File: config.mk
export PLATFORM = sky130hd
export DESIGN_NAME = rfx_refresh_row_ext
export DESIGN_NICKNAME = d
export VERILOG_FILES = /design/src/rtl/rfx_pkg.sv /design/src/rtl/rfx_rst_sync.sv /design/src/rtl/rfx_strobe_edge.sv /design/src/rtl/rfx_carry_trig.sv /design/src/rtl/rfx_ext_counter.sv /design/src/rtl/rfx_refresh_row_ext.sv
export SDC_FILE = /design/constraint.sdc
export NUM_CORES = 1
export LEC_CHECK = 0
export BUFFER_PORTS_ARGS = -buffer_cell sky130_fd_sc_hd__buf_4
export CORE_AREA = 2 2 39 41
export DETAILED_ROUTE_END_ITERATION = 12
export DIE_AREA = 0 0 41 43
export HOLD_SLACK_MARGIN = 0.05
export PLACE_DENSITY = 0.62
export SLEW_MARGIN = 20
export SYNTH_ARGS = -nofsm -noshare
export SYNTH_HDL_FRONTEND = slang
export SYNTH_HIERARCHICAL = 1
export SYNTH_SLANG_ARGS = --single-unit
File: constraint.sdc
create_clock -name clk_i -period 0.8 [get_ports clk_i]
set_clock_uncertainty 0.1 [all_clocks]
set_input_delay 0.08 -clock clk_i [delete_from_list [all_inputs] [get_ports clk_i]]
set_output_delay 0.08 -clock clk_i [all_outputs]
set_load 0.02 [all_outputs]
File: src/rtl/rfx_pkg.sv
package rfx_pkg;

  localparam int CPU_ROW_W = 7;

  typedef enum logic {
    TRIG_MATCH     = 1'b0,
    TRIG_BIT6_FALL = 1'b1
  } trig_mode_e;

endpackage

File: src/rtl/rfx_rst_sync.sv
module rfx_rst_sync (
  input  logic clk_i,
  input  logic rst_ni,
  output logic rst_sync_no
);

  logic [1:0] stage_q;
  logic [1:0] stage_d;

  always_comb begin
    stage_d = {stage_q[0], 1'b1};
  end

  always_ff @(posedge clk_i or negedge rst_ni) begin
    if (!rst_ni) begin
      stage_q <= 2'b00;
    end else begin
      stage_q <= stage_d;
    end
  end

  assign rst_sync_no = stage_q[1];

endmodule

File: src/rtl/rfx_strobe_edge.sv
module rfx_strobe_edge (
  input  logic clk_i,
  input  logic rst_ni,
  input  logic act_i,
  output logic start_o,
  output logic stop_o
);

  logic act_q;
  logic act_d;

  always_comb begin
    act_d   = act_i;
    start_o = act_i & ~act_q;
    stop_o  = ~act_i & act_q;
  end

  always_ff @(posedge clk_i or negedge rst_ni) begin
    if (!rst_ni) begin
      act_q <= 1'b0;
    end else begin
      act_q <= act_d;
    end
  end

endmodule

File: src/rtl/rfx_carry_trig.sv
module rfx_carry_trig
  import rfx_pkg::*;
#(
  parameter trig_mode_e           TRIG_MODE = TRIG_MATCH,
  parameter logic [CPU_ROW_W-1:0] MATCH_ROW = '1
) (
  input  logic                 clk_i,
  input  logic                 rst_ni,
  input  logic                 start_i,
  input  logic [CPU_ROW_W-1:0] cpu_row_i,
  output logic                 trig_o
);

  localparam int MSB = CPU_ROW_W - 1;

  generate
    if (TRIG_MODE == TRIG_MATCH) begin : g_match
      always_comb begin
        trig_o = start_i & (cpu_row_i == MATCH_ROW);
      end
    end else begin : g_bit6
      logic msb_q;
      logic msb_d;
      logic msb_en;

      always_comb begin
        msb_en = start_i;
        msb_d  = cpu_row_i[MSB];
        trig_o = start_i & ~cpu_row_i[MSB] & msb_q;
      end

      always_ff @(posedge clk_i or negedge rst_ni) begin
        if (!rst_ni) begin
          msb_q <= 1'b0;
        end else if (msb_en) begin
          msb_q <= msb_d;
        end
      end
    end
  endgenerate

endmodule

File: src/rtl/rfx_ext_counter.sv
module rfx_ext_counter #(
  parameter int EXT_W = 2
) (
  input  logic             clk_i,
  input  logic             rst_ni,
  input  logic             arm_i,
  input  logic             commit_i,
  output logic [EXT_W-1:0] ext_o
);

  logic             pend_q;
  logic             pend_d;
  logic [EXT_W-1:0] ext_q;
  logic [EXT_W-1:0] ext_d;
  logic [EXT_W:0]   carry;

  always_comb begin
    pend_d = pend_q;
    if (commit_i) begin
      pend_d = 1'b0;
    end else if (arm_i) begin
      pend_d = 1'b1;
    end
  end

  assign carry[0] = commit_i & pend_q;

  generate
    for (genvar k = 0; k < EXT_W; k++) begin : g_bit
      assign carry[k+1] = carry[k] & ext_q[k];
      assign ext_d[k]   = ext_q[k] ^ carry[k];
    end
  endgenerate

  always_ff @(posedge clk_i or negedge rst_ni) begin
    if (!rst_ni) begin
      pend_q <= 1'b0;
      ext_q  <= '0;
    end else begin
      pend_q <= pend_d;
      if (carry[0]) begin
        ext_q <= ext_d;
      end
    end
  end

  assign ext_o = ext_q;

endmodule

File: src/rtl/rfx_refresh_row_ext.sv
module rfx_refresh_row_ext
  import rfx_pkg::*;
#(
  parameter int                   EXT_W     = 2,
  parameter trig_mode_e           TRIG_MODE = TRIG_MATCH,
  parameter logic [CPU_ROW_W-1:0] MATCH_ROW = '1
) (
  input  logic                       clk_i,
  input  logic                       rst_ni,
  input  logic                       rfsh_act_i,
  input  logic [CPU_ROW_W-1:0]       cpu_row_i,
  output logic [CPU_ROW_W+EXT_W-1:0] row_o,
  output logic                       row_vld_o
);

  localparam int ROW_W = CPU_ROW_W + EXT_W;

  logic             rst_n_int;
  logic             start_w;
  logic             stop_w;
  logic             trig_w;
  logic [EXT_W-1:0] ext_w;

  rfx_rst_sync u_rst (
    .clk_i       (clk_i),
    .rst_ni      (rst_ni),
    .rst_sync_no (rst_n_int)
  );

  rfx_strobe_edge u_edge (
    .clk_i   (clk_i),
    .rst_ni  (rst_n_int),
    .act_i   (rfsh_act_i),
    .start_o (start_w),
    .stop_o  (stop_w)
  );

  rfx_carry_trig #(
    .TRIG_MODE (TRIG_MODE),
    .MATCH_ROW (MATCH_ROW)
  ) u_trig (
    .clk_i     (clk_i),
    .rst_ni    (rst_n_int),
    .start_i   (start_w),
    .cpu_row_i (cpu_row_i),
    .trig_o    (trig_w)
  );

  rfx_ext_counter #(
    .EXT_W (EXT_W)
  ) u_cnt (
    .clk_i    (clk_i),
    .rst_ni   (rst_n_int),
    .arm_i    (trig_w),
    .commit_i (stop_w),
    .ext_o    (ext_w)
  );

  always_comb begin
    row_vld_o = rfsh_act_i;
    row_o     = '0;
    if (rfsh_act_i) begin
      row_o = ROW_W'({ext_w, cpu_row_i});
    end
  end

endmodule

---- Yosys cells after proc, flatten, opt, wreduce, memory -nomap -nowiden ----
Cells that the tools add are included.
storage, ports and cells
  memories ................................ 0
  latch bits .............................. 0
  memory bits (writable) .................. 0
  register bits ........................... 6
  output and inout bits ................... 10
  logic and storage cells ................. 18
  input port bits ......................... 10
  ROM bits ................................ 0
cells by class
  $add $sub $neg .......................... 0
  shift-type cells ........................ 0
  divide/modulo/power cells ............... 0
  reduce and logical (&&, ||, !) cells .... 1
  bitwise gates (word level) .............. 9
  equal/unequal tests ..................... 1
  $lt $le $gt $ge ......................... 0
  muxes and demuxes ....................... 3
  $mul .................................... 0
operators by type and width
  cell                                        count
  9-bit 2-to-1 mux                            1
  7-bit equality test, second input constant  1
  1-bit AND                                   5
  1-bit 2-to-1 mux                            2
  1-bit NOT                                   2
  2-bit nonzero test                          1
  1-bit XOR                                   2

---- Depth between registers and ports, before layout ----
  depth after elaboration ................. 5
  gate-level depth with buffers ........... 5

---- Cells and area by module ----
Netlist, hierarchy kept.
modules (own cells, without submodules)
  module               seq. area each (um2)  area each (um2)  instances  cells each
  rfx_ext_counter      75.1                  132.6            1          10
  rfx_refresh_row_ext  0.0                   63.8             1          10
  rfx_rst_sync         50.0                  53.8             1          3
  rfx_strobe_edge      25.0                  40.0             1          3
  rfx_carry_trig       0.0                   16.3             1          3

---- Worst setup path before layout ----
Ideal clock, no wire load.
  kind .................................... register to register
  from .................................... register u_edge.act_q
  to ...................................... register u_cnt.ext_q[0], in the netlist u_cnt/ext_o[0]
  library setup time ...................... 0.125 ns
  data arrival time ....................... 1.187 ns
  slack ................................... -0.612 ns
  cell stages (with the launch flop) ...... 5
  period minus slack after synthesis ...... 1.412 ns
  data required time ...................... 0.575 ns
  path through ............................ dfrtp_1 and2b_2 and2_4 ha_1 mux2_4
on the way
  word-level cells in the longest chain between the ends .. 3
ends and longest elaborated chain
  item                      line                       RTL
  start, declared           rfx_strobe_edge.sv:9       logic act_q;
  start signal, assigned    rfx_strobe_edge.sv:22      act_q <= act_d;
  1-bit AND                 rfx_strobe_edge.sv:15      stop_o = ~act_i & act_q;
  named net stop_w          rfx_refresh_row_ext.sv:20  logic stop_w;
  1-bit AND                 rfx_ext_counter.sv:26      assign carry[0] = commit_i & pend_q;
  named net u_cnt.carry[0]  rfx_ext_counter.sv:15      logic [EXT_W:0] carry;
  1-bit XOR                 rfx_ext_counter.sv:31      assign ext_d[k] = ext_q[k] ^ carry[k];
  named net u_cnt.ext_d[0]  rfx_ext_counter.sv:14      logic [EXT_W-1:0] ext_d;
  end signal, assigned      rfx_ext_counter.sv:42      ext_q <= ext_d;
  end, declared             rfx_ext_counter.sv:13      logic [EXT_W-1:0] ext_q;
The timed path passes the listed nets, and every way through them passes these cells.
A chain may end at the register's enable or synchronous reset.

---- Worst setup path after layout ----
Ends and elaborated chain as after synthesis.

==> impl_metrics.toml <==
[outcome]
outcome = "finished with violations"
violations = "hold timing, setup timing"

[routing]
ant_nets = 0
first_pass_iters = 2
wl_per_cell_um = 9.82
drc_errors = 0
via_per_inst = 4.11
wl_um = 746
drt_iter0_markers = 1
vias = 312

[clock_tree]
clk_latency_ns = 0.24
cts_tree = "yes"
clock_path_buffers = 2
numCtsBuffers = 3
holdBufCountCts = 1
clkTransAtPathRegs_ns = 0.04
cts_root_buffer = "clkbuf_4"
clock_sinks = 6
cts-htree-levels = 1

[worst_hold_path]
worstHoldPathType = "reg2async"

[placed_design]
place_area_um2 = 527
routabilityCongestion = 0.727
numPortBuffers = 19

[logic_synthesis]
syn_area_um2 = 307
syn_avg_cell_area_um2 = 10.6
synthCells = 29
yosysWarnings = 6
ys_seq_area_share_pct = 49.0
synth-seq-cells = 6
synthTopCellsByArea = "dfrtp_1 (49%), and2_1 (18%), mux2_4 (4.9%)"
synth.net_count = 40
synthDistinctLibCells = 13
yosysTopAreaCell = "dfrtp_1"
synth_top_area_share_pct = 49.0

[grt]
grt_pass1_wl_mm = 1.15
grt_max_degree = 13
grt-ovfl-total = 0
busiest_layer = "met2"
use_met2_pct = 17.2
gr-usage-met3_pct = 4.71
grt_pass1_vias = 317
grt_usage_pct = 10.3
antenna_found_initial = 0
grtUsageMet1_pct = 8.58

[worst_setup_path]
slowest_stage = "dfrtp_1"
crit_fanout = 2
crit_buf_inv = 0
max_stage_delay_ns = 0.37
critical_path.cell_chain = "and2b_2 -> and2_4 -> ha_4 -> mux2_4"
crit_type = "reg2reg"
worstPathRequired_ns = 0.82
crit_family = "flip-flops"
critPathLaunchType = "flop"
critPathArrivalTime_ns = 1.40
endpoint_kind = "flop"
r2r_slack_ns = -0.58

[run]
maxCapViolations = 0

[final_layout]
mostFrequentLayoutCell = "buf_4"
synthToLayoutAreaGrowth_pct = 111
antenna_cells = 0
nNetsFinal = 73
drive_above_1_share_pct = 66.7
final_area_um2 = 647
mostFrequentLayoutCells = "buf_4 (17), buf_6 (10), and2_1 (7)"

[timing]
fin_ws_ns = -0.579
report.final.slew_viol_count = 0
maxClockFrequency_ghz = 0.725
finalCritPeriodShare_pct = 172
setup_violations = 5
tns_ns = -1.93
rsz0062_at_grt = "true"
whs_ns = -0.0398
period_minus_slack_ns = 1.38
finalHoldViolations = 5

[die]
core_area_mm2 = 0.00138
die_w_um = 41
die-area_mm2 = 0.00176
core.rowCount = 14
io_pins = 20
start_util_pct = 22.2
die_h_um = 43

[power_and_ir_drop]
leakagePower_nw = 0.323
finalPower_w = 0.000751
ir_drop_mv = 0.669
p_per_area_mw_per_mm2 = 1160
[worst register-to-register path: stages, from the launching register on]
cell and delay (ns):
dfrtp_1 0.37, and2b_2 0.20, and2_4 0.15, ha_4 0.20
mux2_4 0.25
[synth_stat cells]
cell type / instances
and2_4: 1
nand3_1: 1
xnor2_1: 1
dfrtp_1: 6
and2_1: 9
and2b_2: 1
nand4_1: 2
ha_1: 1
mux2_4: 1
nor2b_1: 1
buf_4: 1
nor2_1: 3
conb_1: 1
[through the flow]
| step | hold WS [ns] | setup slack (ns) | std cells | utilization, % |
|---|---|---|---|---|
| finish | -0.0398 | -0.579 | 76 | 46.7 |
| global route | -0.0211 | -0.613 | 76 | 46.7 |
| CTS | -0.0338 | -0.579 | 75 | 43.1 |
| detailed placement | -0.237 | -0.581 | 70 | 38.1 |
| global placement | -0.237 | -0.547 | 70 | 38.1 |
| floorplan | -0.316 | -0.556 | 29 | - |
[registers in the layout, summed over array words and instances (netlist names)]
register       flops
u_rst/stage_q      2
u_cnt/pend_q       1
u_cnt/ext_o        2
u_edge/act_q       1
[layer usage]
layer  part of all wire (%)  wire length (um)
met5                      0                 0
met2                     51               384
met4                      0                 0
met1                     38               280
met3                     11                81
[where the power goes]
part / switching [W] / leakage (nW) / internal [W]
sequential: 0.00000577 / 0.0769 / 0.000313
combinational: 0.0000690 / 0.233 / 0.0000985
clock: 0.0000956 / 0.0138 / 0.000169
[final timing paths]
| kind | startpoint | end | depth (start not counted) |
|---|---|---|---|
| setup / recovery | u_edge/act_q$_DFF_PN0_ | u_cnt/ext_o[0]$_DFFE_PN0P_ | 4 |
| hold / removal | u_rst/stage_q[1]$_DFF_PN0_ | u_cnt/ext_o[1]$_DFFE_PN0P_ | 0 |
| setup reg to reg | u_edge/act_q$_DFF_PN0_ | u_cnt/ext_o[0]$_DFFE_PN0P_ | 4 |
| hold reg to reg | u_rst/stage_q[1]$_DFF_PN0_ | u_cnt/ext_o[1]$_DFFE_PN0P_ | 0 |
| max in group asynchronous | rst_ni | u_rst/stage_q[0]$_DFF_PN0_ | 2 |
| min in group clk_i | rfsh_act_i | u_edge/act_q$_DFF_PN0_ | 2 |
[cells by family after synthesis]
group,count (synthesis),share of synthesized area (%)
multiplexers,1,4.90
other,1,1.22
buffers and inverters,1,2.45
XOR/XNOR,1,2.86
adder cells (fa/ha/maj),1,4.08
flip-flops,6,49.0
AND/OR/NAND/NOR,18,35.5
[cell type report]
cell class                      instances  area (um^2)
Clock buffer                            3         22.5
Fill cell                             140          737
Multi-Input combinational cell         22          189
Sequential cell                         6          150
Tap cell                               16         20.0
Timing Repair Buffer                   29          265
[timing repair]
action,CTS,global route
pin swaps,6,4
setup buffers,2,1
gates resized for setup,6,12
endpoints found under the setup margin,12,12
endpoints found under the hold margin,7,6
gates cloned,0,0
Power figures use the tool's default switching activity.
